### src/rtl/opdec_pkg.sv
package opdec_pkg;

    localparam int unsigned BYTE_W  = 8;
    localparam int unsigned MAX_LEN = 5;
    localparam int unsigned VAL_W   = 32;
    localparam int unsigned LEN_W   = $clog2(MAX_LEN + 1);
    localparam int unsigned RUNS    = MAX_LEN - 1;

    typedef enum logic [1:0] {
        ST_FIRST   = 2'd0,
        ST_GATHER  = 2'd1,
        ST_PRESENT = 2'd2
    } opdec_state_e;

    typedef struct packed {
        opdec_state_e      state;
        logic [LEN_W-1:0]  left;
        logic [LEN_W-1:0]  len;
        logic [VAL_W-1:0]  acc;
        logic              done;
        logic              ovl;
        logic              trunc;
    } opdec_reg_t;

    // Smallest value that cannot be written with fewer than n bytes.
    // A form of k bytes carries 6k+2 payload bits whose top pair is never 11,
    // so it spans 3 * 2^(6k) values.
    function automatic logic [VAL_W-1:0] min_for_len(input int unsigned n);
        logic [VAL_W-1:0] r;
        if (n <= 1) r = '0;
        else        r = VAL_W'(3) << (6 * (n - 1));
        return r;
    endfunction

endpackage

### src/rtl/opdec_lead.sv
module opdec_lead
    import opdec_pkg::*;
(
    input  logic [BYTE_W-1:0] first_byte,
    output logic [LEN_W-1:0]  lead_len,
    output logic [BYTE_W-1:0] lead_payload
);

    logic [RUNS-1:0] run;

    // run[g] is set when the top 2*(g+1) bits are all ones; the runs nest.
    generate
        for (genvar g = 0; g < RUNS; g++) begin : g_run
            assign run[g] = &first_byte[BYTE_W-1 -: 2*(g+1)];
        end
    endgenerate

    logic [BYTE_W-1:0] keep_mask;

    always_comb begin
        lead_len     = LEN_W'(1 + $countones(run));
        keep_mask    = {BYTE_W{1'b1}} >> (2 * (int'(lead_len) - 1));
        lead_payload = first_byte & keep_mask;
    end

endmodule

### src/rtl/opdec_range.sv
module opdec_range
    import opdec_pkg::*;
(
    input  logic [LEN_W-1:0] len,
    input  logic [VAL_W-1:0] value,
    output logic             overlong
);

    logic [VAL_W-1:0] limit [MAX_LEN+1];

    generate
        for (genvar n = 0; n <= MAX_LEN; n++) begin : g_limit
            assign limit[n] = min_for_len(n);
        end
    endgenerate

    always_comb begin
        overlong = 1'b0;
        if (int'(len) >= 2 && int'(len) <= MAX_LEN)
            overlong = (value < limit[len]);
    end

endmodule

### src/rtl/prefix_opcode_decoder.sv
module prefix_opcode_decoder
    import opdec_pkg::*;
(
    input  logic              clk,
    input  logic              rst,
    input  logic              in_valid,
    input  logic [BYTE_W-1:0] in_byte,
    output logic              in_ready,
    input  logic              flush,
    output logic              out_done,
    output logic [VAL_W-1:0]  out_value,
    output logic [LEN_W-1:0]  out_len,
    output logic              out_overlong,
    output logic              out_trunc
);

    localparam opdec_reg_t REG_RESET = '{
        state: ST_FIRST,
        left:  '0,
        len:   '0,
        acc:   '0,
        done:  1'b0,
        ovl:   1'b0,
        trunc: 1'b0
    };

    opdec_reg_t r_q, r_d;

    logic [LEN_W-1:0]  lead_len;
    logic [BYTE_W-1:0] lead_payload;
    logic [VAL_W-1:0]  acc_app;
    logic              app_ovl;
    logic              take;

    opdec_lead u_lead (
        .first_byte   (in_byte),
        .lead_len     (lead_len),
        .lead_payload (lead_payload)
    );

    assign acc_app = {r_q.acc[VAL_W-BYTE_W-1:0], in_byte};

    opdec_range u_range (
        .len      (r_q.len),
        .value    (acc_app),
        .overlong (app_ovl)
    );

    assign in_ready = (r_q.state != ST_PRESENT);
    assign take     = in_valid && in_ready;

    always_comb begin
        r_d       = r_q;
        r_d.done  = 1'b0;
        r_d.ovl   = 1'b0;
        r_d.trunc = 1'b0;
        unique case (r_q.state)
            ST_FIRST: begin
                if (take) begin
                    r_d.len = lead_len;
                    r_d.acc = VAL_W'(lead_payload);
                    if (lead_len == LEN_W'(1)) begin
                        r_d.state = ST_PRESENT;
                        r_d.done  = 1'b1;
                        r_d.left  = '0;
                    end else begin
                        r_d.state = ST_GATHER;
                        r_d.left  = lead_len - LEN_W'(1);
                    end
                end
            end
            ST_GATHER: begin
                if (flush) begin
                    r_d.state = ST_FIRST;
                    r_d.trunc = 1'b1;
                    r_d.left  = '0;
                    r_d.acc   = '0;
                end else if (take) begin
                    r_d.acc  = acc_app;
                    r_d.left = r_q.left - LEN_W'(1);
                    if (r_q.left == LEN_W'(1)) begin
                        r_d.state = ST_PRESENT;
                        r_d.done  = 1'b1;
                        r_d.ovl   = app_ovl;
                    end
                end
            end
            ST_PRESENT: begin
                r_d.state = ST_FIRST;
            end
            default: begin
                r_d = REG_RESET;
            end
        endcase
    end

    always_ff @(posedge clk) begin
        if (rst) r_q <= REG_RESET;
        else     r_q <= r_d;
    end

    assign out_done     = r_q.done;
    assign out_value    = r_q.acc;
    assign out_len      = r_q.len;
    assign out_overlong = r_q.ovl;
    assign out_trunc    = r_q.trunc;

    AST_RESET_IDLE: assert property (@(posedge clk) disable iff (rst)
        $past(rst) |-> (in_ready && !out_done && !out_trunc && !out_overlong));

    AST_SHORT_VALUE: assert property (@(posedge clk) disable iff (rst)
        (out_done && out_len == LEN_W'(1)) |-> (out_value < VAL_W'(192)));

    AST_LEN_LEGAL: assert property (@(posedge clk) disable iff (rst)
        out_done |-> (out_len >= LEN_W'(1) && int'(out_len) <= MAX_LEN));

    AST_DONE_HOLDS_READY: assert property (@(posedge clk) disable iff (rst)
        out_done |-> !in_ready);

    AST_DONE_PULSE: assert property (@(posedge clk) disable iff (rst)
        out_done |=> !out_done);

    AST_OVL_WITH_DONE: assert property (@(posedge clk) disable iff (rst)
        out_overlong |-> (out_done && out_len != LEN_W'(1)));

    AST_TRUNC_AFTER_FLUSH: assert property (@(posedge clk) disable iff (rst)
        out_trunc |-> ($past(flush) && !out_done && in_ready));

endmodule

### config.mk
export PLATFORM = sky130hd
export DESIGN_NAME = prefix_opcode_decoder
export DESIGN_NICKNAME = d
export VERILOG_FILES = /design/src/rtl/opdec_pkg.sv /design/src/rtl/opdec_lead.sv /design/src/rtl/opdec_range.sv /design/src/rtl/prefix_opcode_decoder.sv
export SDC_FILE = /design/constraint.sdc
export NUM_CORES = 1
export LEC_CHECK = 0
export ABC_AREA = 1
export CAP_MARGIN = 20
export CORE_UTILIZATION = 52
export DETAILED_ROUTE_END_ITERATION = 10
export PLACE_DENSITY_LB_ADDON = 0.15
export SYNTH_ARGS = -nofsm -noshare
export SYNTH_HDL_FRONTEND = slang
export SYNTH_HIERARCHICAL = 1
export SYNTH_SLANG_ARGS = --single-unit
### constraint.sdc
create_clock -name clk -period 3.3 [get_ports clk]
set_clock_uncertainty 0.05 [all_clocks]
set_input_delay 0.99 -clock clk [delete_from_list [all_inputs] [get_ports clk]]
set_output_delay 0.99 -clock clk [all_outputs]
set_load 0.05 [all_outputs]
; Yosys cells after proc, flatten, opt, wreduce, memory -nomap -nowiden
; Memory sizes are Yosys's and may differ from the RTL's.
; Index checks and enable logic that the tools add are counted.
[classes]
addsub = 7
reduce_logical = 13
n_bitwise = 8
order_cmp = 4
n_mul = 0
div = 0
n_shift = 1
muxes = 18
n_eq_ne = 8
[op_table]
columns = op, count
row1 = 33-bit case mux with 3 select lines, 1
row2 = 32-bit 2-to-1 mux, 3
row3 = 41-bit 2-to-1 mux, 1
row4 = 34-bit 2-to-1 mux, 1
row5 = 32-bit less-than comparator, 1
row6 = "8-bit by 32-bit >> shifter with 8-bit output, first input constant", 1
row7 = 5-bit 2-to-1 mux, 3
row8 = 3-bit case mux with 3 select lines, 1
row9 = 8-bit AND, 1
row10 = 8-bit AND reduction, 1
row11 = "3-bit by 1-bit == test with 1-bit output, second input constant", 2
row12 = 2-bit 2-to-1 mux, 3
row13 = "3-bit != test, second input constant", 2
row14 = 1-bit NOT, 6
row15 = 3-bit case mux with 2 select lines, 1
row16 = 3-bit AND reduction, 2
row17 = 6-bit AND reduction, 1
row18 = 6-bit OR reduction, 1
row19 = "3-bit by 1-bit subtractor with 3-bit output, second input constant", 2
row20 = 1-bit by 1-bit adder with 2-bit output, 2
row21 = "4-bit greater-or-equal comparator, second input constant", 1
row22 = "2-bit != test, second input constant", 2
row23 = 3-bit NOT with 4-bit output, 1
row24 = 2-bit case mux with 2 select lines, 1
row25 = 13 further kinds, 18
[totals]
latch_bits = 0
ff_bits = 43
rom_bits = 256
mem_bits_rw = 0
wordCells = 67
in_bits = 12
memories = 1
out_inout_bits = 39
[mem_list]
columns = name, depth, width, read_ports, rd_ports_with_merged_regs, write_ports, line_no
row1 = (name not given), 8, 32, 1, 0, 0, opdec_range.sv:20  ; overlong = (value < limit[len]);

; Logic depth before layout (Yosys ltp)
; Gate-level depths: netlist of run 1.
[depth]
word_depth = 10
mapped_depth = 16
depth_no_buf = 16

; Hierarchy
; The synthesis of run 1 kept the hierarchy.
[by_module_without_submodules]
columns = module, cells_per_inst, area_each_um2, instances, seq_area_each_um2
row1 = prefix_opcode_decoder, 291, 2132.0, 1, 860.8
row2 = opdec_range, 68, 361.6, 1, 0.0
row3 = opdec_lead, 42, 195.2, 1, 0.0

; Worst setup path after synthesis of run 1
; Ideal clock, no wire load.
[synth_timing]
kind = input to register
startpoint = in in_byte[2]
endpoint = reg r_q, in the netlist out_value[2]
n_path_buf = 0
t_arrival_ps = 2651
setup_ps = 71
path_slack_ps = 528
required_time_ps = 3179
stages = 16
path_cell_list = nand2_1 -> nor2_1 -> nand3_1 -> fa_1 -> inv_1 -> ha_1 -> inv_1 -> ha_1 -> inv_1 -> nand2_1 -> nand3_1 -> nor2_1 -> nand2_1 -> nand2_1 -> nand2_1 -> a21oi_1
[synth_via]
elab_chain_cells = 9
elab_cells_between_ends = 12
classes_between = add/sub: 4 / shift: 1 / mux: 4 / bitwise: 1 / reduce/logical: 2
[synth_lines]
columns = element, line_no
row1 = from (decl), prefix_opcode_decoder.sv:7  ; input logic [BYTE_W-1:0] in_byte,
row2 = 8-bit AND reduction / 6-bit AND reduction (equally long branches), opdec_lead.sv:14  ; assign run[g] = &first_byte[BYTE_W-1 -: 2*(g+1)];
row3 = 1-bit by 1-bit adder with 2-bit output (not written as such) *, opdec_lead.sv:21  ; lead_len = LEN_W'(1 + $countones(run));
row4 = 3-bit adder (not written as such) *, opdec_lead.sv:21
row5 = 2-bit by 3-bit adder with 3-bit output *, opdec_lead.sv:21
row6 = named net lead_len[1], prefix_opcode_decoder.sv:29  ; logic [LEN_W-1:0] lead_len;
row7 = 3-bit by 1-bit subtractor with 4-bit output *, opdec_lead.sv:22  ; keep_mask = {BYTE_W{1'b1}} >> (2 * (int'(lead_len) - 1));
row8 = 8-bit by 32-bit >> shifter with 8-bit output *, opdec_lead.sv:22
row9 = 8-bit AND *, opdec_lead.sv:23  ; lead_payload = first_byte & keep_mask;
row10 = named net lead_payload[2], prefix_opcode_decoder.sv:30  ; logic [BYTE_W-1:0] lead_payload;
row11 = 41-bit 2-to-1 mux *, prefix_opcode_decoder.sv:59  ; if (take) begin
row12 = 33-bit case mux with 3 select lines *, prefix_opcode_decoder.sv:57  ; unique case (r_q.state)
row13 = to (signal assigned), prefix_opcode_decoder.sv:99  ; else r_q <= r_d;
row14 = to (decl), prefix_opcode_decoder.sv:27  ; opdec_reg_t r_q, r_d;
; The timed path passes the listed nets; every way through them passes the cells marked *. The select of a mux whose other input is x is not followed.
; A chain may end at the register's enable or synchronous reset.

; Final worst setup path of run 1
; Same ends and word-level chain as after synthesis.

==> results of run 1 <==
==> cells in the mapped netlist (all sizes together) (2+ instances only) <==
library cell	number	area share [%]
dfxtp	43	32
or2	2	0.47
buf	42	12
nand2	151	21
o21ai	2	0.37
clkbuf	5	0.70
a21oi	43	8.6
nand3	12	2.2
ha	17	7.9
nor3	2	0.79
nor2	30	4.6
inv	46	6.4
==> worst reg2reg max path, delay by kind of cell, from the launching register on <==
kind	cells	cell delay (ps)
flops	1	350
compound gates	1	170
simple gates	3	320
buf+inv	3	620
fa+ha+maj	1	400
==> routing by layer <==
metal	wire [um]	vias to the layer above	global-route usage, %
met1	2656	1084	29.45
met2	2733	50	36.46
met5	0	-	0
met4	40	0	7.265
met3	204	4	4.664
li1	-	1239	-
==> sequential cells by signal, indices dropped and copies added, names as in the netlist <==
name          cells
out_value        32
r_q               5
out_len           3
out_done          1
out_overlong      1
out_trunc         1
==> per-stage QoR <==
step | cell area (sq um) | power (uW) | worst slack (ps) | hold WS [ps]
3_5_place_dp | 3024 | 969.7 | -207.0 | 401.9
2_1_floorplan | 2689 | 889.7 | 528.5 | 389.5
3_3_place_gp | 3024 | 964.5 | -113.2 | 397.1
4_1_cts | 3124 | 1339 | 103.3 | 414.1
6_report | 3152 | 1330 | 159.4 | 411.7
5_1_grt | 3152 | 1406 | -9.316 | 438.6
==> where the power goes <==
part / switching [uW] / total (uW) / internal (uW)
clock: 178 / 369 / 191
sequential: 25.6 / 567 / 541
combinational: 263 / 394 / 131
total: 466 / 1330 / 863
==> final cells by class <==
| cell class | count | share of cell area, % |
|---|---|---|
| Tap cell | 67 | 2.660 |
| Clock buffer | 8 | 3.176 |
| Timing Repair Buffer | 62 | 18.74 |
| Sequential cell | 43 | 27.31 |
| Multi-Input combinational cell | 265 | 42.64 |
| Inverter | 46 | 5.478 |
==> logic make-up after synthesis <==
family | count (synthesis) | synth area share [%]
buffers and inverters | 93 | 19.03
xor gates and xnor gates | 1 | 0.3258
AOI/OAI and AO/OA | 47 | 9.446
and+or+nand+nor | 199 | 30.53
adders and majority gates | 18 | 8.655
DFF | 43 | 32.02
==> worst paths after layout <==
kind                         to  slack (ps)  cells after the start
setup / recovery   out_value[2]         160                     17
hold / removal    out_value[26]         410                      2
setup reg to reg        r_q[40]        1330                      8
hold reg to reg   out_value[26]         410                      2
==> placed cells by master (no fill, tap or decap) <==
cell	synthesis	routed
a21oi_2	4	4
o21ai_0	1	1
nand2_2	1	3
nand4_1	1	1
ha_4	0	1
clkbuf_1	5	1
nor3_4	1	1
nor2_2	1	3
inv_1	43	40
xor2_1	1	1
ha_1	17	15
inv_2	3	6
nand3_1	12	12
o21bai_1	1	1
fa_2	0	1
dfxtp_1	43	43
nor2_1	28	26
nor4_4	1	1
nor2_4	1	1
clkdlybuf4s50_1	0	50
o22ai_1	1	1
clkbuf_8	0	7
nor3_1	1	1
ha_2	0	1
or2_2	2	2
o21ai_1	1	1
a21oi_1	39	39
nand2_4	1	1
buf_4	39	12
nand2_1	149	147
==> flow_summary.yaml, run 1 <==
floorplan:
  io_pins: 51
  die_area_sq_um: 5463
  fp.dieW_um: 73.91
  start_util_pct: 55.46
  core-area_sq_um: 4848
  num_rows: 25
  fp.dieH_um: 73.91
synth:
  yosysSeqAreaShare_pct: 32.01
  avgSynthCellArea_sq_um: 6.705
  synth_edf_count: 0
  ys_seq_elements: 43
  yosys_most_used_dff: "dfxtp_1"
  syn-cell-area_sq_um: 2689
  syn_inst: 401
  synth_warnings: 6
  synthDistinctLibCells: 28
  synthArstFlopShare_pct: 0
  synth_nets: 431
clock_network:
  insertion_delay_ps: 290
  post_cts_buffers: 0
  ctsLongestPathBuffers: 2
  cts_tree: "yes"
  cts_hold_buf: 0
  path_clk_slew_ps: 80
  cts-root-buf: "clkbuf_8"
  cts_resized: 0
  numClockSinks: 43
  cts_max_level: 2
  cts_made_buffers: 5
placement:
  place_hpwl_um: 4108
  routabilityCongestion: 0.8620
  dpl.cell_count: 483
  port_buffers: 50
drt:
  firstDrtPassIters: 5
  drc: 0
  drt_wl_total_um: 5634
  first_iter_violations: 165
  routed_via_density: 4.841
  avgRoutedWirePerCell_um: 11.47
  dr_total_vias: 2377
  antenna_left: 0
layout:
  diodes: 0
  final_cells: 491
  fin_nets: 453
  syn_to_final_growth_pct: 17.22
  fin_util_pct: 65.01
  drive_above_1_share_pct: 10.38
  nFillCells: 461
  multi_input_area_sq_um: 1344
  seq_area_sq_um: 860.8
critical_path:
  crit_slowest_cell: "clkdlybuf4s50_1"
  arrival_ps: 3320
  crit_chain: "clkdlybuf4s50_1, nand2_1, nor2_1, nand3_1, fa_2, inv_2, ha_4, inv_1, ha_2, inv_1, nand2_1, nand3_1, nor2_1, nand2_1, nand2_1, nand2_1, a21oi_1"
  crit_start: "in_byte[2]"
  crit_required_ps: 3480
  startpoint_type: "input pin"
  timing.critical_path.max_delay_family: "adder cells"
  cp_num_buf_inv: 4
  path_common_cell: "nand2_1"
  max_stage_delay_ps: 480
  r2r_start: "r_q[41]"
  cp_max_fo: 3
  path_class: "input pin to flip-flop"
  critPathCaptureType: "flip-flop"
pwr:
  p_leak_uw: 0.001365
  p_per_area_nw_per_um2: 421.9
  ir_worst_vdd_mv: 0.1957
timing:
  finalSetupViolCount: 0
  hold_viol: 0
  fin_crit_sh_pct: 95.17
  relSlewSlack_pct: 61.79
  fmax_mhz: 318.4
  slew_violations: 0
  worstMarginPinSlew_ps: 571.0
  setup-tns-final_ps: 0
  period_needed_ps: 3141
global_route:
  grt_pass1_wl_um: 9384
  grt_pass1_vias: 2069
  grt_max_degree: 36
  antenna_found_initial: 0
  grt-ovfl-total: 0
  groute.usage.overall_pct: 22.33
min_path:
  hp-start: "out_value[26]"
  hold_class: "flip-flop to flip-flop"
run:
  max_cap_viol_count: 0
status:
  outcome: "finished clean"
Note: power is estimated with default switching activity, not from simulation.
==> run 2: changes to the inputs <==
--- a/config.mk
+++ b/config.mk
@@ -9,7 +9,8 @@
 export CAP_MARGIN = 20
 export CORE_UTILIZATION = 52
 export DETAILED_ROUTE_END_ITERATION = 10
-export PLACE_DENSITY_LB_ADDON = 0.15
+export GPL_TIMING_DRIVEN = 1
+export PLACE_DENSITY = 0.8
 export SYNTH_ARGS = -nofsm -noshare
 export SYNTH_HDL_FRONTEND = slang
 export SYNTH_HIERARCHICAL = 1
==> flow_summary.yaml, run 2 (same netlist as run 1, synthesis figures left out) <==
status:
  outcome: "finished clean"
timing:
  fmax_mhz: 322.2
  worstMarginPinSlew_ps: 575.6
  hold_viol: 0
  setup-tns-final_ps: 0
  period_needed_ps: 3104
  finalSetupViolCount: 0
  relSlewSlack_pct: 61.57
  fin_crit_sh_pct: 94.05
  slew_violations: 0
  rsz0062_at_grt: "no"
drt:
  antenna_left: 0
  routed_via_density: 4.799
  drc: 0
  firstDrtPassIters: 4
  drt_wl_total_um: 5506
  dr_total_vias: 2361
  avgRoutedWirePerCell_um: 11.19
  first_iter_violations: 103
layout:
  nFillCells: 433
  fin_util_pct: 65.06
  final_common_cell: "nand2_1"
  syn_to_final_growth_pct: 17.31
  final_cells: 492
  diodes: 0
  largest_reg_flops: 32
  drive_above_1_share_pct: 10.59
  fin_nets: 454
  multi_input_area_sq_um: 1354
  seq_area_sq_um: 860.8
  layout_common_cells: "nand2_1 (148), clkdlybuf4s50_1 (50), dfxtp_1 (43)"
pwr:
  p_leak_uw: 0.001366
  seqPwrFrac_pct: 43.9
  switching_share_pct: 36.30
  clockPowerShare_pct: 25.2
  p_total_uw: 1289
  internal-power_uw: 821.3
  ir_worst_vdd_mv: 0.2828
  p_per_area_nw_per_um2: 408.7
  p_sw_uw: 468.0
  combPwrFrac_pct: 30.9
run:
  max_cap_viol_count: 0
critical_path:
  arrival_ps: 3280
  path_common_cell: "nand2_1"
  critPathCaptureType: "flip-flop"
  crit_required_ps: 3480
  r2r_start: "r_q[42]"
  timing.critical_path.max_delay_family: "simple AND/OR/NAND/NOR gates"
  crit_chain: "clkdlybuf4s50_1, nand2_1, nor2_2, nand3_2, fa_2, inv_2, ha_4, inv_1, ha_1, inv_1, nand2_2, nand3_2, nor2_1, nand2_1, nand2_1, nand2_1, a21oi_2"
  path_class: "input pin to flip-flop"
  crit_slowest_cell: "clkdlybuf4s50_1"
  startpoint_type: "input pin"
  rrSetupSlack_ps: 1280
  rr_endpoint: "out_value[0]"
  cp_num_buf_inv: 4
  cp_max_fo: 3
  worst-path-stages: 17
  max_stage_delay_ps: 480
  reg2reg_depth: 8
global_route:
  grt-ovfl-total: 0
  grt_pass1_wl_um: 9156
  grt_pass1_vias: 2161
  groute.usage.overall_pct: 21.56
  antenna_found_initial: 0
  grt_max_degree: 36
floorplan:
  die_area_sq_um: 5463
  num_rows: 25
  fp.dieH_um: 73.91
  start_util_pct: 55.46
  fp.dieW_um: 73.91
  io_pins: 51
  core-area_sq_um: 4848
placement:
  place_hpwl_um: 4102
  dpl.cell_count: 484
  routabilityCongestion: 0.8639
  port_buffers: 50
clock_network:
  numClockSinks: 43
  cts_tree: "yes"
  cts_made_buffers: 5
  cts-root-buf: "clkbuf_8"
  ctsLongestPathBuffers: 2
  path_clk_slew_ps: 80
  cts_max_level: 2
  insertion_delay_ps: 290
min_path:
  whs_path_depth: 2
  min_to: "out_value[29]"
  hold_class: "flip-flop to flip-flop"
  hp-start: "out_value[29]"
## run 2: cell types whose count changed in the layout (fill, tap and decap cells not counted), sizes merged
cell,delta
clkinvlp,+1
clkinv,+1
buf,+1
clkbuf,-2
## run 2: worst max path at each step
| stage | end | from | slack (ps) |
|---|---|---|---|
| final | out_value[5] | in_byte[3] | 200 |
| after global routing | out_value[3] | in_byte[3] | 10 |
| after CTS | out_value[5] | in_byte[3] | 70 |
| after detailed placement | out_value[5] | in_byte[3] | -210 |
| after global placement | out_value[4] | in_byte[6] | -140 |
| after floorplan | out_value[2] | in_byte[2] | 530 |
## run 2: worst reg2reg max path: stages (launching register included)
cell and delay, ps:
dfxtp_1 330, inv_1 100, ha_1 390, inv_1 80, nand3_1 90, nand2_1 120, inv_2 460, nand2_1 180
a21oi_2 170
## run 2: cell type report
cell class | count | area share, %
multi-input cells | 265 | 42.92
flip-flops and latches | 43 | 27.29
repair buffers | 63 | 18.96
inverters | 46 | 5.474
well taps | 67 | 2.658
clock buffers | 6 | 2.301
clock inverters | 2 | 0.3967
## run 2: routing by layer
metal	vias to the layer above	wire length (um)	global-route usage [%]
met3	8	184	4.664
li1	1242	-	-
met4	0	78	6.197
met2	52	2588	36.87
met1	1059	2654	27.19
met5	-	0	0
## run 2: stage by stage
step	area, sq um	setup slack (ps)	hold WS [ps]
floorplan	2689	528.5	389.5
global placement	3032	-140.0	397.9
detailed placement	3032	-212.3	401.4
CTS	3117	73.65	413.8
global route	3154	14.25	433.5
finish	3154	196.4	410.1
## run 2: repair_timing
| action | in CTS | in global routing |
|---|---|---|
| endpoints found under the setup margin | 0 | 6 |
| gates resized for setup | 0 | 10 |
| hold endpoints to repair | 0 | 0 |
| buffers inserted | 0 | 0 |
| hold buffers | 0 | 0 |
## run 2: power by group through the flow
stage / clock network (uW) / logic, uW / registers [uW]
3_3_place_gp: 0 / 384 / 577
5_1_grt: 358 / 441 / 570
6_report: 325 / 398 / 566
4_1_cts: 333 / 393 / 566
3_5_place_dp: 0 / 392 / 578
2_1_floorplan: 0 / 314 / 576
